## src/rtl/usb_irq_hub_pkg.sv

```systemverilog
package usb_irq_hub_pkg;

   // Register byte offsets (decoded by software, so they are fixed)
   localparam logic [31:0] OFS_IDENT    = 32'h00;
   localparam logic [31:0] OFS_CTRL     = 32'h04;
   localparam logic [31:0] OFS_LEVEL    = 32'h08;
   localparam logic [31:0] OFS_PEND     = 32'h20;
   localparam logic [31:0] OFS_PEND_SET = 32'h24;
   localparam logic [31:0] OFS_PEND_CLR = 32'h28;
   localparam logic [31:0] OFS_ENA      = 32'h2C;
   localparam logic [31:0] OFS_ENA_SET  = 32'h30;
   localparam logic [31:0] OFS_ENA_CLR  = 32'h34;
   localparam logic [31:0] OFS_ACTIVE   = 32'h38;
   localparam logic [31:0] OFS_EOI      = 32'h3C;

   typedef struct packed {
      logic pend_set;
      logic pend_clr;
      logic ena_set;
      logic ena_clr;
      logic eoi;
      logic ctrl;
   } wr_strobe_t;

endpackage

```

## src/rtl/usb_irq_hub_regif.sv

```systemverilog
module usb_irq_hub_regif
   import usb_irq_hub_pkg::*;
#(
   parameter int unsigned ADDR_W   = 8,
   parameter int unsigned DATA_W   = 32,
   parameter logic [31:0] REVISION = 32'h4E31_0201
) (
   input  logic              bus_sel,
   input  logic              bus_we,
   input  logic [ADDR_W-1:0] bus_addr,
   input  logic              ctrl_bit,
   input  logic              vbus_lvl,
   input  logic [DATA_W-1:0] pend_q,
   input  logic [DATA_W-1:0] ena_q,
   input  logic [DATA_W-1:0] active,
   output wr_strobe_t        wr,
   output logic [DATA_W-1:0] rdata
);

   logic [31:0] a32;
   logic        wr_acc;
   logic        rd_acc;

   assign a32    = 32'(bus_addr);
   assign wr_acc = bus_sel && bus_we;
   assign rd_acc = bus_sel && !bus_we;

   always_comb begin
      wr          = '0;
      wr.pend_set = wr_acc && (a32 == OFS_PEND_SET);
      wr.pend_clr = wr_acc && (a32 == OFS_PEND_CLR);
      wr.ena_set  = wr_acc && (a32 == OFS_ENA_SET);
      wr.ena_clr  = wr_acc && (a32 == OFS_ENA_CLR);
      wr.eoi      = wr_acc && (a32 == OFS_EOI);
      wr.ctrl     = wr_acc && (a32 == OFS_CTRL);
   end

   always_comb begin
      rdata = '0;
      if (rd_acc) begin
         case (a32)
            OFS_IDENT:  rdata = DATA_W'(REVISION);
            OFS_CTRL:   rdata = DATA_W'(ctrl_bit);
            OFS_LEVEL:  rdata = DATA_W'(vbus_lvl);
            OFS_PEND:   rdata = pend_q;
            OFS_ENA:    rdata = ena_q;
            OFS_ACTIVE: rdata = active;
            default:    rdata = '0;
         endcase
      end
   end

endmodule

```

## src/rtl/usb_irq_hub_w1bank.sv

```systemverilog
module usb_irq_hub_w1bank #(
   parameter int unsigned   W    = 32,
   parameter logic [W-1:0]  IMPL = '1
) (
   input  logic         clk,
   input  logic         rst_n,
   input  logic         srst,
   input  logic         set_we,
   input  logic         clr_we,
   input  logic [W-1:0] wdata,
   input  logic [W-1:0] hw_set,
   output logic [W-1:0] q
);

   logic [W-1:0] clr_bits;
   logic [W-1:0] set_bits;
   logic [W-1:0] nxt;

   assign clr_bits = clr_we ? wdata : '0;
   assign set_bits = set_we ? wdata : '0;
   // hardware and software setting are applied after clearing, so sets win
   assign nxt      = ((q & ~clr_bits) | set_bits | hw_set) & IMPL;

   always_ff @(posedge clk or negedge rst_n) begin
      if (!rst_n)     q <= '0;
      else if (srst)  q <= '0;
      else            q <= nxt;
   end

endmodule

```

## src/rtl/usb_irq_hub_gate.sv

```systemverilog
module usb_irq_hub_gate (
   input  logic clk,
   input  logic rst_n,
   input  logic srst,
   input  logic eoi_we,
   input  logic pending,
   output logic armed,
   output logic irq
);

   always_ff @(posedge clk or negedge rst_n) begin
      if (!rst_n) begin
         armed <= 1'b1;
         irq   <= 1'b0;
      end else if (srst) begin
         armed <= 1'b1;
         irq   <= 1'b0;
      end else if (armed && pending) begin
         irq   <= 1'b1;
         armed <= 1'b0;
      end else begin
         if (!pending) irq   <= 1'b0;
         if (eoi_we)   armed <= 1'b1;
      end
   end

endmodule

```

## src/rtl/usb_irq_hub.sv

```systemverilog
module usb_irq_hub
   import usb_irq_hub_pkg::*;
#(
   parameter int unsigned ADDR_W    = 8,
   parameter int unsigned DATA_W    = 32,
   parameter int unsigned NUM_TX    = 5,
   parameter int unsigned NUM_RX    = 4,
   parameter int unsigned NUM_CORE  = 8,
   parameter int unsigned RX_BASE   = 8,
   parameter int unsigned CORE_BASE = 16,
   parameter logic [31:0] REVISION  = 32'h4E31_0201
) (
   input  logic                clk,
   input  logic                rst_n,
   input  logic                bus_sel,
   input  logic                bus_we,
   input  logic [ADDR_W-1:0]   bus_addr,
   input  logic [DATA_W-1:0]   bus_wdata,
   output logic [DATA_W-1:0]   bus_rdata,
   input  logic [NUM_TX-1:0]   tx_evt,
   input  logic [NUM_RX-1:0]   rx_evt,
   input  logic [NUM_CORE-1:0] core_evt,
   input  logic                vbus_drv,
   output logic                irq_o
);

   // receive endpoints are numbered from 1, so endpoint k lands on RX_BASE+k
   localparam int unsigned RX_LO    = RX_BASE + 1;
   localparam int unsigned VBUS_BIT = CORE_BASE + NUM_CORE;

   function automatic logic [DATA_W-1:0] impl_bits();
      logic [DATA_W-1:0] m;
      m = '0;
      for (int i = 0; i < int'(NUM_TX); i++)   m[i]             = 1'b1;
      for (int i = 0; i < int'(NUM_RX); i++)   m[RX_LO + i]     = 1'b1;
      for (int i = 0; i < int'(NUM_CORE); i++) m[CORE_BASE + i] = 1'b1;
      m[VBUS_BIT] = 1'b1;
      return m;
   endfunction

   localparam logic [DATA_W-1:0] IMPL = impl_bits();

   initial begin
      assert (DATA_W == 32) else $error("DATA_W must be 32");
      assert (ADDR_W >= 6 && ADDR_W <= 16) else $error("ADDR_W out of range");
      assert (NUM_TX >= 1 && NUM_TX <= RX_LO) else $error("transmit field overlaps receive field");
      assert (NUM_RX >= 1 && RX_LO + NUM_RX <= CORE_BASE) else $error("receive field overlaps core field");
      assert (NUM_CORE >= 1 && VBUS_BIT < DATA_W) else $error("core field exceeds word");
      assert (REVISION != 32'h0) else $error("identification value must be nonzero");
   end

   wr_strobe_t        wr;
   logic              srst_q;
   logic              vbus_q;
   logic              vbus_chg;
   logic [DATA_W-1:0] evt_vec;
   logic [DATA_W-1:0] pend_q;
   logic [DATA_W-1:0] ena_q;
   logic [DATA_W-1:0] active;
   logic              pending;
   logic              armed;
   logic              ena_touch;

   // one-cycle soft reset request, self-clearing
   always_ff @(posedge clk or negedge rst_n) begin
      if (!rst_n) srst_q <= 1'b0;
      else        srst_q <= wr.ctrl && bus_wdata[0];
   end

   always_ff @(posedge clk or negedge rst_n) begin
      if (!rst_n) vbus_q <= 1'b0;
      else        vbus_q <= vbus_drv;
   end

   assign vbus_chg = vbus_drv ^ vbus_q;

   // pack the event inputs into their field positions
   always_comb begin
      evt_vec = '0;
      evt_vec[VBUS_BIT] = vbus_chg;
   end

   logic [DATA_W-1:0] tx_vec;
   logic [DATA_W-1:0] rx_vec;
   logic [DATA_W-1:0] core_vec;

   generate
      for (genvar i = 0; i < DATA_W; i++) begin : g_pack
         if (i < NUM_TX) begin : g_tx
            assign tx_vec[i] = tx_evt[i];
         end else begin : g_tx_nc
            assign tx_vec[i] = 1'b0;
         end
         if (i >= RX_LO && i < RX_LO + NUM_RX) begin : g_rx
            assign rx_vec[i] = rx_evt[i - RX_LO];
         end else begin : g_rx_nc
            assign rx_vec[i] = 1'b0;
         end
         if (i >= CORE_BASE && i < VBUS_BIT) begin : g_core
            assign core_vec[i] = core_evt[i - CORE_BASE];
         end else begin : g_core_nc
            assign core_vec[i] = 1'b0;
         end
      end
   endgenerate

   logic [DATA_W-1:0] hw_set;
   assign hw_set = evt_vec | tx_vec | rx_vec | core_vec;

   usb_irq_hub_regif #(
      .ADDR_W  (ADDR_W),
      .DATA_W  (DATA_W),
      .REVISION(REVISION)
   ) u_regif (
      .bus_sel (bus_sel),
      .bus_we  (bus_we),
      .bus_addr(bus_addr),
      .ctrl_bit(srst_q),
      .vbus_lvl(vbus_drv),
      .pend_q  (pend_q),
      .ena_q   (ena_q),
      .active  (active),
      .wr      (wr),
      .rdata   (bus_rdata)
   );

   usb_irq_hub_w1bank #(.W(DATA_W), .IMPL(IMPL)) u_pend (
      .clk   (clk),
      .rst_n (rst_n),
      .srst  (srst_q),
      .set_we(wr.pend_set),
      .clr_we(wr.pend_clr),
      .wdata (bus_wdata),
      .hw_set(hw_set),
      .q     (pend_q)
   );

   usb_irq_hub_w1bank #(.W(DATA_W), .IMPL(IMPL)) u_ena (
      .clk   (clk),
      .rst_n (rst_n),
      .srst  (srst_q),
      .set_we(wr.ena_set),
      .clr_we(wr.ena_clr),
      .wdata (bus_wdata),
      .hw_set({DATA_W{1'b0}}),
      .q     (ena_q)
   );

   assign active    = pend_q & ena_q;
   assign pending   = |active;
   assign ena_touch = wr.ena_set || wr.ena_clr;

   usb_irq_hub_gate u_gate (
      .clk    (clk),
      .rst_n  (rst_n),
      .srst   (srst_q),
      .eoi_we (wr.eoi),
      .pending(pending),
      .armed  (armed),
      .irq    (irq_o)
   );

endmodule

```

## config.mk

```make
export PLATFORM = sky130hd
export DESIGN_NAME = usb_irq_hub
export DESIGN_NICKNAME = d
export VERILOG_FILES = /design/src/rtl/usb_irq_hub_pkg.sv /design/src/rtl/usb_irq_hub_regif.sv /design/src/rtl/usb_irq_hub_w1bank.sv /design/src/rtl/usb_irq_hub_gate.sv /design/src/rtl/usb_irq_hub.sv
export SDC_FILE = /design/constraint.sdc
export NUM_CORES = 1
export LEC_CHECK = 0
export BUFFER_PORTS_ARGS = -buffer_cell sky130_fd_sc_hd__buf_2
export CAP_MARGIN = 10
export CORE_UTILIZATION = 28
export DETAILED_ROUTE_END_ITERATION = 10
export PLACE_DENSITY = 0.5
export SLEW_MARGIN = 20
export SYNTH_ARGS = -nofsm -noshare
export SYNTH_HDL_FRONTEND = slang
export SYNTH_SLANG_ARGS = --single-unit
```

## constraint.sdc

```tcl
create_clock -name clk -period 4.9 [get_ports clk]
set_input_delay 0.98 -clock clk [delete_from_list [all_inputs] [get_ports clk]]
set_output_delay 0.98 -clock clk [all_outputs]
set_load 0.01 [all_outputs]
```

=== Word-level counts from Yosys, hierarchy flattened ===
Index checks and enable logic that the tools add are counted.

* Input bits: 62
* Register bits after elaboration: 54

* Reduce and logical (&&, ||, !) cells: 14
* Equality and inequality tests: 11
* Bitwise logic cells: 12
* Muxes and demuxes: 14

{| class="wikitable"
|+ Operators with widths
! cell !! count
|-
| case mux 31 bit (6 select lines) || 1
|-
| two-way mux 25 bit || 6
|-
| bitwise AND 25 bit || 3
|-
| OR 25 bit || 3
|-
| equality test 8 x 6 -> 1 bit, second input constant || 8
|-
| inverter 25 bit || 2
|-
| zero test 32 bit || 1
|-
| two-way mux 32 bit || 1
|-
| OR reduction 32 bit || 1
|-
| OR 25 x 13 -> 25 bit || 1
|-
| OR 25 x 24 -> 25 bit || 1
|-
| OR 25 x 5 -> 25 bit || 1
|-
| logical AND 1 bit || 10
|-
| equality test 8 x 3 -> 1 bit, second input constant || 1
|-
| equality test 8 x 4 -> 1 bit, second input constant || 1
|-
| two-way mux 1 bit || 6
|-
| inequality test 3 bit, second input constant || 1
|-
| nonzero test 3 bit || 1
|-
| zero test 1 bit || 1
|-
| bitwise XOR 1 bit || 1
|}

=== Depth between registers and ports, before layout ===
Gate-level depths: netlist (run 1).

* Depth in word-level cells: 8
* Depth in mapped cells: 6
* Mapped depth without buffers: 4

=== Hierarchy ===
From an unflattened synthesis (run 1), not the netlist that was laid out.

* Cell total of the unflattened synthesis: 401
* Area total of the unflattened synthesis: 3,385.7 um^2

{| class="wikitable"
|+ Modules (own cells, without submodules)
! module !! cells an instance !! times used !! sequential area each (um^2) !! area an instance (um^2)
|-
| usb_irq_hub_w1bank || 93 || 2 || 450.4 || 968.4
|-
| usb_irq_hub_regif || 158 || 1 || 0.0 || 1,002.2
|-
| usb_irq_hub || 50 || 1 || 50.0 || 366.6
|-
| usb_irq_hub_gate || 7 || 1 || 51.3 || 80.1
|}

=== Worst setup path before layout (run 1) ===
OpenSTA, ideal clock, no wires.

* Path type: input -> output
* Start: input bus_addr[7]
* End: output bus_rdata[26]
* Data required time: 3,920 ps
* Stages: 6
* Slack: 1,135 ps
* Arrival time: 2,785 ps
* Cell sequence: or4_4 buf_6 or3_4 or3_4 nor2_1 buf_4

* Cells in the longest elaborated chain, start to end: 3
* Elaborated cells on any way between the ends: 8

{| class="wikitable"
|+ RTL lines
! what !! line !! source
|-
| start, declared || usb_irq_hub.sv:17 || <nowiki>input logic [ADDR_W-1:0] bus_addr,</nowiki>
|-
| zero test 32 bit, or another cell as far along || usb_irq_hub_regif.sv:41 || <nowiki>case (a32)</nowiki>
|-
| case mux 31 bit (6 select lines) * || usb_irq_hub_regif.sv:41 ||
|-
| two-way mux 32 bit * || usb_irq_hub_regif.sv:40 || <nowiki>if (rd_acc) begin</nowiki>
|-
| end, declared || usb_irq_hub.sv:19 || <nowiki>output logic [DATA_W-1:0] bus_rdata,</nowiki>
|}

Mark *: on every way between the ends. The rest lies on a longest branch, timed or not.

=== Worst setup path in the final report (run 1) ===
* Start: input bus_addr[7]
* End: output bus_rdata[20]

Same word-level chain as after synthesis.

==> results of run 1 <==
power groups by stage:
stage,Sequential [mW],Combinational [mW],Clock (mW)
5_1_grt,0.348,0.0900,0.254
3_3_place_gp,0.353,0.0788,0
3_5_place_dp,0.353,0.0798,0
2_1_floorplan,0.352,0.0454,0
6_report,0.347,0.0788,0.234
4_1_cts,0.347,0.0801,0.240
per-stage QoR:
step           worst slack [ns]  instances  hold WS [ns]  util, %
2_1_floorplan              1.13        307         0.467        -
3_3_place_gp               1.07        481         0.492     33.2
3_5_place_dp               1.07        481         0.491     33.2
4_1_cts                    1.07        489         0.504     34.2
5_1_grt                   0.971        490         0.531     34.3
6_report                   1.07        490         0.499     34.3
sequential cells by signal, indices dropped and copies added (netlist names):
signal and count:
u_ena.q 18, u_pend.q 18, srst_q 1, u_gate.armed 1
u_gate.irq 1, vbus_q 1
cells in the mapped netlist (7+ instances only):
cell type and number:
a31oi_1 11, a21o_1 17, dfrtp_1 39, mux2i_1 19, a222oi_1 7, nor2_1 10, nand2_1 60, buf_4 13
o21a_1 17, clkbuf_1 8, a21boi_0 14
worst max-delay path: stages:
cell,delay (ns)
buf_2,0.11
or4_4,0.62
or3_4,0.37
or3_4,0.38
a31oi_1,0.20
buf_2,0.18
metal layers:
| layer | global-route usage (%) | up-vias | share of wire, % |
|---|---|---|---|
| met3 | 2.86 | 7 | 5.9 |
| met1 | 22.4 | 1144 | 46 |
| met2 | 25.8 | 94 | 47 |
| met4 | 3.79 | 0 | 0.95 |
| met5 | 0 | - | 0 |
| li1 | - | 1184 | - |
cell families after synthesis:
family | Yosys count | synth area share, %
flops | 40 | 37.3
compound gates | 86 | 24.5
other cells | 1 | 0.139
buf+inv | 34 | 7.58
fa+ha+maj | 1 | 0.372
mux | 19 | 7.07
simple gates | 115 | 22.4
xor+xnor | 2 | 0.652
how the worst max path moves through the flow:
stage,startpoint,to,depth (start not counted)
floorplan,bus_addr[7],bus_rdata[26],6
detailed placement,bus_addr[7],bus_rdata[4],6
global placement,bus_addr[7],bus_rdata[22],6
CTS,bus_addr[7],bus_rdata[20],6
global route,bus_addr[7],bus_rdata[22],6
finish,bus_addr[7],bus_rdata[20],6
cell type report:
cell class	count	area [sq um]	area share [%]
flip-flops and latches	40	1000	31.4
multi-input cells	233	1520	47.8
clock buffers	8	90.1	2.83
repair buffers	75	392	12.3
well taps	129	161	5.06
inverters	5	18.8	0.589
==> metrics.md, run 1 <==
| Metric | Value |
|---|---|
| ANT nets after route | 0 |
| RSZ-0062 raised after global routing | no |
| Initial antenna violation count | 0 |
| Grt ovf | 0 |
| Hold endpoint | u_gate.irq$_DFFE_PN0P_ |
| R2R Setup Slk | 2.82 ns |
| Leak | 1.50 nW |
| Fill count | 1025 |
| Vias | 2429 |
| Sequential-to-total area share from yosys stat | 37.3% |
| Period Utilization, post-route | 78.2% |
| Share of layout cells above drive strength 1 | 25.8% |
| Bufs on Longest Clock Path | 2 |
| Max_slew headroom | 36.8% |
| Layout Nets | 422 |
| P_int | 486 uW |
| Crit start category | primary input |
| Peak Freq | 261 MHz |
| Register-to-Register Path Depth | 4 |
| DRC | 0 |
| Critical register-to-register path startpoint | u_ena.q[18]$_DFF_PN0_ |
| Most common cell after layout, fill and taps aside | buf_2 |
| Root Buffer | clkbuf_8 |
| Peak supply drop | 0.0835 mV |
| Skew-Pair Late Insertion Delay | 0.30 ns |
| Initial Utilization | 29.0% |
| Critical path class | primary input to output pin |
| Die Span Y | 100 microns |
| First-pass GRT wire length | 12400 microns |
| WL final | 7670 microns |
| Combinational share of power | 11.9% |
| Clk sinks | 40 |
| Sequential Power Share | 52.5% |
| CTS-repair resized insts | 0 |
| Die W | 100 microns |
| Setup_tns | 0 ns |
| Reg2Reg Capture Point | u_gate.armed$_DFFE_PN1P_ |
| Period minus WS final | 3.83 ns |
| Synth unique cells | 46 |
| Synth top area cells | dfrtp_1, nand2_1, mux2i_1 |
| H-tree depth | 2 |
| Number of setup violations in the final report | 0 |
| CTS Hold Bufs | 0 |
| Crit path DAT | 2.85 ns |
| Total CTS buffers | 5 |
| Register bit count reported by yosys | 40 |
| Clock power frac | 35.5% |
| Die area | 10000 sq um |
| Starting DRC count in detailed routing | 128 |
| Worst hold path class | flip-flop to flip-flop |
| Clock transition at the registers of the reported paths | 0.08 ns |
| Post-DP HPWL | 5260 microns |
| Async set or reset register ratio after synthesis | 100% |
| Switching power | 174 uW |
| WP data required | 3.92 ns |
| Final design area excluding fillers | 3190 sq um |
| Synth Instances | 298 |
| Max-cap violation count | 0 |
| Hold path start | srst_q$_DFF_PN0_ |
| Port Buffers | 70 |
| Yosys warnings | 0 |
| Critical Path Fanout Max | 8 |
| Worst Setup End Kind | output pin |
| Post CTS Setup Buffer Count | 0 |
| Number of synthesized flops with an enable pin | 0 |
| CTS tree | done |
| Wire per inst | 15.6 microns |
| Cell taking the most area after synthesis | dfrtp_1 |
| Synth Cell Area | 2690 sq um |
| Ys flop type | dfrtp_1 |
| Largest net degree at the start of global routing | 41 |
| Total GRT Usage | 16.0% |
| Fin. Hold Viols | 0 |
| Commonest cells after routing, fill and taps aside | buf_2, nand2_1, dfrtp_1 |
| Average via count per standard cell | 4.96 |
| Worst-Margin Slew | 0.949 ns |
| Max Slew Vio Count | 0 |
| DP Area | 3090 sq um |
| Area Growth Syn to Fin | 18.5% |
| Syn avg cell area | 9.02 sq um |
| Switching Share | 26.4% |
| WHS Path Cells | 1 |
| Final Skew | 0.00223 ns |
| I/O Pins | 95 |
| N_diodes | 0 |
| Core footprint | 9280 sq um |
| Total Power | 660 uW |
| Row count | 35 |
| Vias in the first global route | 2296 |
| Outcome | finished, final reports clean |
| GP Congestion | 0.767 |
| Pwr dens | 207 nW/um^2 |
| Pre-antenna DRT Iters | 5 |
| Top-area cell type share of the netlist area | 36.3% |
(Power assumes the default switching activity.)
==> inputs of run 2 (changes only) <==
==> constraint.sdc (replaced) <==
create_clock -name clk -period 3.85 [get_ports clk]
set_input_delay 0.77 -clock clk [delete_from_list [all_inputs] [get_ports clk]]
set_output_delay 0.77 -clock clk [all_outputs]
set_load 0.01 [all_outputs]
==> run 2 against run 1 <==
  * Non-clock buffer count is 1 higher
  * Power is 23% higher
  * Die area stayed put
  * Combinational power up 28%
  * Count of clock-buffer cells in the layout is 2 lower
  * First-iteration DRC count increased by 13%
  * Critical path depth is the same
  * Critical endpoint is now bus_rdata[22]
  * Largest cell class unchanged
  * Largest power group unchanged
==> metrics.md, run 2 (synthesis results as in run 1) <==
| Metric | Value |
|---|---|
| Port Buffers | 70 (unchanged) |
| WP data required | 3.08 ns (was 3.92 ns) |
| Die area | 10000 sq um (unchanged) |
| Fill count | 1006 (was 1025) |
| Biggest registers after layout | u_ena.q x18, u_pend.q x18 (unchanged) |
| Die Span Y | 100 microns (unchanged) |
| Row count | 35 (unchanged) |
| Wire per inst | 15.6 microns (about the same) |
| Critical Path Fanout Max | 17 (was 8) |
| Starting DRC count in detailed routing | 145 (was 128) |
| Final Skew | 0.00230 ns (was 0.00223 ns) |
| Area Growth Syn to Fin | 18.2% (was 18.5%) |
| Total GRT Usage | 15.9% (was 16.0%) |
| Core footprint | 9280 sq um (unchanged) |
| CTS-repair resized insts | 0 (unchanged) |
| Period Utilization, post-route | 88.5% |
| Worst Setup End Kind | output pin (unchanged) |
| Crit path DAT | 2.64 ns (was 2.85 ns) |
| CTS tree | done (unchanged) |
| WL final | 7650 microns (was 7670 microns) |
| Average via count per standard cell | 4.93 (was 4.96) |
| Most common cell after layout, fill and taps aside | buf_2 (unchanged) |
| Post CTS Setup Buffer Count | 0 (unchanged) |
| GP Congestion | 0.761 (was 0.767) |
| Root Buffer | clkbuf_8 (unchanged) |
| Clk sinks | 40 (unchanged) |
| Commonest cells after routing, fill and taps aside | buf_2, nand2_1, dfrtp_1 (unchanged) |
| Clock transition at the registers of the reported paths | 0.08 ns (about the same) |
| Pwr dens | 255 nW/um^2 (was 207 nW/um^2) |
| Peak Freq | 294 MHz |
| Outcome | finished, final reports clean (unchanged) |
| RSZ-0062 raised after global routing | no (unchanged) |
| Cell Count, Final, Fillers Out | 490 (unchanged) |
| Initial Utilization | 29.0% (unchanged) |
| Grt ovf | 0 (unchanged) |
| DP Cell Count | 483 (was 481) |
| Hold WS | 0.500 ns (was 0.499 ns) |
| Fin. Hold Viols | 0 (unchanged) |
| Period minus WS final | 3.41 ns |
| Crit start category | primary input (unchanged) |
| First-pass GRT wire length | 12400 microns (about the same) |
| DRC | 0 (unchanged) |
| DP Area | 3100 sq um (was 3090 sq um) |
| Final design area excluding fillers | 3180 sq um (was 3190 sq um) |
| ANT nets after route | 0 (unchanged) |
| Initial antenna violation count | 0 (unchanged) |
| Largest net degree at the start of global routing | 41 (unchanged) |
| Skew-Pair Late Insertion Delay | 0.29 ns (was 0.30 ns) |
| Share of layout cells above drive strength 1 | 26.0% (was 25.8%) |
| Peak supply drop | 0.126 mV (was 0.0835 mV) |
| CTS Hold Bufs | 0 (unchanged) |
| Vias | 2414 (was 2429) |
| Worst-Margin Slew | 0.931 ns (was 0.949 ns) |
| Total Power | 810 uW (was 660 uW) |
| Vias in the first global route | 2402 (was 2296) |
| Pre-antenna DRT Iters | 4 (was 5) |
| Max Slew Vio Count | 0 (unchanged) |
| Leak | 1.50 nW (about the same) |
| Number of setup violations in the final report | 0 (unchanged) |
| Max-cap violation count | 0 (unchanged) |
| Die W | 100 microns (unchanged) |
| Max_slew headroom | 37.9% (was 36.8%) |
| Setup_tns | 0 ns (unchanged) |
| Bufs on Longest Clock Path | 2 (unchanged) |
| Critical path class | primary input to output pin (unchanged) |
| N_diodes | 0 (unchanged) |
| H-tree depth | 2 (unchanged) |
| Layout Nets | 423 (was 422) |
| Worst hold path class | flip-flop to flip-flop (unchanged) |
| Total CTS buffers | 5 (unchanged) |
| I/O Pins | 95 (unchanged) |
| Post-DP HPWL | 5300 microns (was 5260 microns) |
## run 2: cell types whose count changed in the layout (fill, tap and decap cells not counted)
cell      delta
buf_4        +2
buf_6        -1
clkbuf_8     -1
clkbuf_1     -1
clkinv_2     +1
## run 2: critical path, stage by stage
cell,delay (ns)
buf_2,0.11
or4_4,0.63
nor2_1,0.13
nand2_1,0.37
a31oi_1,0.41
buf_2,0.20
## run 2: final cells by class
class | instances | area [sq um] | share of cell area (%)
Timing Repair Buffer | 76 | 395 | 12.4
Inverter | 5 | 18.8 | 0.591
Clock buffer | 6 | 72.6 | 2.28
Tap cell | 129 | 161 | 5.08
Sequential cell | 40 | 1000 | 31.5
Multi-Input combinational cell | 233 | 1520 | 47.9
Clock inverter | 1 | 5.00 | 0.157
## run 2: path summary, 6_finish.rpt
path / cells past startpoint / slack (ns) / endpoint / start
worst max-delay path: 6 / 0.44 / bus_rdata[22] / bus_addr[7]
worst max register to register: 4 / 1.86 / u_gate.armed$_DFFE_PN1P_ / u_ena.q[18]$_DFF_PN0_
max in group asynchronous: 1 / 2.65 / u_ena.q[0]$_DFF_PN0_ / rst_n
worst min register to register: 1 / 0.50 / u_gate.irq$_DFFE_PN0P_ / srst_q$_DFF_PN0_
worst min-delay path: 1 / 0.50 / u_gate.irq$_DFFE_PN0P_ / srst_q$_DFF_PN0_
min in group asynchronous: 1 / 0.62 / u_pend.q[10]$_DFF_PN0_ / rst_n
## run 2: where the power goes
part / leakage, nW / switching [mW] / internal [mW] / total [mW]
logic: 1.09 / 0.0600 / 0.0406 / 0.101
registers: 0.370 / 0.00968 / 0.431 / 0.441
clock network: 0.0410 / 0.145 / 0.123 / 0.269
## run 2: metrics by stage
| step | util, % | setup slack [ns] |
|---|---|---|
| 5_1_grt | 34.2 | 0.325 |
| 3_3_place_gp | 33.4 | 0.456 |
| 2_1_floorplan | - | 0.505 |
| 6_report | 34.2 | 0.444 |
| 3_5_place_dp | 33.4 | 0.440 |
| 4_1_cts | 34.2 | 0.439 |
## run 2: routing by layer
metal	GRT usage [%]	wire, microns	share of wire (%)
met5	0	0	0
met2	26.7	3620	47
met1	21.6	3660	48
met4	3.57	35	0.46
met3	2.37	322	4.2
==> inputs of run 3 (changes only) <==
--- a/config.mk
+++ b/config.mk
@@ -9,7 +9,7 @@
 export CAP_MARGIN = 10
 export CORE_UTILIZATION = 28
 export DETAILED_ROUTE_END_ITERATION = 10
-export PLACE_DENSITY = 0.5
+export PLACE_DENSITY = 0.54
 export SLEW_MARGIN = 20
 export SYNTH_ARGS = -nofsm -noshare
 export SYNTH_HDL_FRONTEND = slang
==> run 3 against run 2 <==
  * First-iteration DRC count decreased by 8.3%
  * Flip-flop and latch count did not move
  * Design area down 0.12%
  * Cell count shrank 0.20%
  * Worst setup slack better by 0.014 ns
  * Maximum frequency grew 0.42%
  * Critical path depth unchanged
  * Register-to-register slack worse by 0.02 ns
==> metrics.md, run 3 (synthesis results as in run 1) <==
| Metric | Value |
|---|---|
| Setup_tns | 0 ns (unchanged) |
| Starting DRC count in detailed routing | 133 (was 145) |
| Grt ovf | 0 (unchanged) |
| Commonest cells after routing, fill and taps aside | buf_2, nand2_1, dfrtp_1 (unchanged) |
| Vias | 2429 (was 2414) |
| Die W | 100 microns (unchanged) |
| Vias in the first global route | 2334 (was 2402) |
| Core footprint | 9280 sq um (unchanged) |
| Pre-antenna DRT Iters | 4 (unchanged) |
| CTS-repair resized insts | 0 (unchanged) |
| Max Slew Vio Count | 0 (unchanged) |
| Worst Setup End Kind | output pin (unchanged) |
| Die area | 10000 sq um (unchanged) |
| Fill count | 1011 (was 1006) |
| Bufs on Longest Clock Path | 2 (unchanged) |
| Combinational share of power | 12.4% (about the same) |
| GP Congestion | 0.764 (was 0.761) |
| Max-cap violation count | 0 (unchanged) |
| Die Span Y | 100 microns (unchanged) |
| Share of layout cells above drive strength 1 | 26.1% (was 26.0%) |
| Row count | 35 (unchanged) |
| Total CTS buffers | 5 (unchanged) |
| DP Area | 3090 sq um (was 3100 sq um) |
| Final design area excluding fillers | 3170 sq um (was 3180 sq um) |
| Worst hold path class | flip-flop to flip-flop (unchanged) |
| I/O Pins | 95 (unchanged) |
| Post-DP HPWL | 5370 microns (was 5300 microns) |
| Outcome | finished, final reports clean (unchanged) |
| RSZ-0062 raised after global routing | no (unchanged) |
| Switching power | 217 uW (was 215 uW) |
| Clock power frac | 33.2% (about the same) |
| Crit path DAT | 2.62 ns (was 2.64 ns) |
| P_int | 595 uW (about the same) |
| Peak supply drop | 0.133 mV (was 0.126 mV) |
| First-pass GRT wire length | 12200 microns (was 12400 microns) |
| Critical Path Fanout Max | 8 (was 17) |
| Largest net degree at the start of global routing | 41 (unchanged) |
| H-tree depth | 2 (unchanged) |
| CTS tree | done (unchanged) |
| Period Utilization, post-route | 88.1% (was 88.5%) |
| Layout Nets | 422 (was 423) |
| Sequential Power Share | 54.4% (about the same) |
| N_diodes | 0 (unchanged) |
| Crit start category | primary input (unchanged) |
| Clock transition at the registers of the reported paths | 0.08 ns (about the same) |
| Biggest registers after layout | u_ena.q x18, u_pend.q x18 (unchanged) |
| Pwr dens | 256 nW/um^2 (was 255 nW/um^2) |
| Root Buffer | clkbuf_8 (unchanged) |
| Period minus WS final | 3.39 ns (was 3.41 ns) |
| Peak Freq | 295 MHz (was 294 MHz) |
| Critical register-to-register path startpoint | u_ena.q[18]$_DFF_PN0_ (unchanged) |
| Final Skew | 0.00412 ns (was 0.00230 ns) |
| Clk sinks | 40 (unchanged) |
| Worst-Margin Slew | 0.953 ns (was 0.931 ns) |
| Initial Utilization | 29.0% (unchanged) |
| Max_slew headroom | 36.5% (was 37.9%) |
| Average via count per standard cell | 4.97 (was 4.93) |
| Post CTS Setup Buffer Count | 0 (unchanged) |
| Initial antenna violation count | 0 (unchanged) |
| Crit path launch | bus_addr[7] (unchanged) |
| Leak | 1.50 nW (about the same) |
| WP data required | 3.08 ns (about the same) |
| Switching Share | 26.7% (was 26.5%) |
| ANT nets after route | 0 (unchanged) |
| Wire per inst | 15.5 microns (was 15.6 microns) |
| DRC | 0 (unchanged) |
| Port Buffers | 70 (unchanged) |
| Total GRT Usage | 15.7% (was 15.9%) |
| Final core utilization | 34.2% (about the same) |
| Skew-Pair Late Insertion Delay | 0.29 ns (about the same) |
| Most common cell after layout, fill and taps aside | buf_2 (unchanged) |
| Area Growth Syn to Fin | 18.1% (was 18.2%) |
| Fin. Hold Viols | 0 (unchanged) |
| WL final | 7580 microns (was 7650 microns) |
| Critical path class | primary input to output pin (unchanged) |
| Hold WS | 0.495 ns (was 0.500 ns) |
| Total Power | 811 uW (was 810 uW) |
| Number of setup violations in the final report | 0 (unchanged) |
| CTS Hold Bufs | 0 (unchanged) |
| Hold path start | srst_q$_DFF_PN0_ (unchanged) |
-- run 3: cell count changes in the layout (fill, tap and decap cells not counted) --
| cell | delta |
|---|---|
| buf_4 | -1 |
| clkbuf_1 | -1 |
| clkinvlp_4 | +1 |
-- run 3: path summary, 6_finish.rpt --
kind	cells past startpoint	slack [ns]	endpoint
min in group asynchronous	1	0.62	u_gate.irq$_DFFE_PN0P_
max in group asynchronous	1	2.63	u_ena.q[24]$_DFF_PN0_
min	1	0.49	u_gate.irq$_DFFE_PN0P_
max reg2reg	4	1.84	u_gate.armed$_DFFE_PN1P_
max	6	0.46	bus_rdata[25]
min reg2reg	1	0.49	u_gate.irq$_DFFE_PN0P_
-- run 3: critical path, cell delays in order --
cell	delay, ns
buf_2	0.11
or4_4	0.62
or3_4	0.37
or3_4	0.38
nor2_1	0.19
buf_2	0.17
-- run 3: power by group through the flow --
stage	sequential (mW)	clock, mW	combinational [mW]
global placement	0.449	0	0.100
floorplan	0.447	0	0.0577
global route	0.443	0.293	0.114
detailed placement	0.449	0	0.102
finish	0.441	0.269	0.101
CTS	0.441	0.280	0.103
-- run 3: layout make-up --
class                           instances  area (sq um)  share of cell area (%)
Multi-Input combinational cell        233          1520                    48.0
Sequential cell                        40          1000                    31.6
Timing Repair Buffer                   75           388                    12.2
Tap cell                              129           161                    5.08
Clock buffer                            5          68.8                    2.17
Inverter                                5          18.8                   0.591
Clock inverter                          2          12.5                   0.394
-- run 3: through the flow --
stage | instances | worst slack [ns]
floorplan | 307 | 0.505
global placement | 482 | 0.472
detailed placement | 482 | 0.452
CTS | 489 | 0.447
global route | 489 | 0.369
finish | 489 | 0.459
-- run 3: metal layers --
layer	vias to the layer above	track usage [%]	wire length, microns
met5	-	0	0
met4	0	2.68	48
met3	6	2.86	409
met2	77	26.8	3610
met1	1162	21.0	3520
li1	1184	-	-
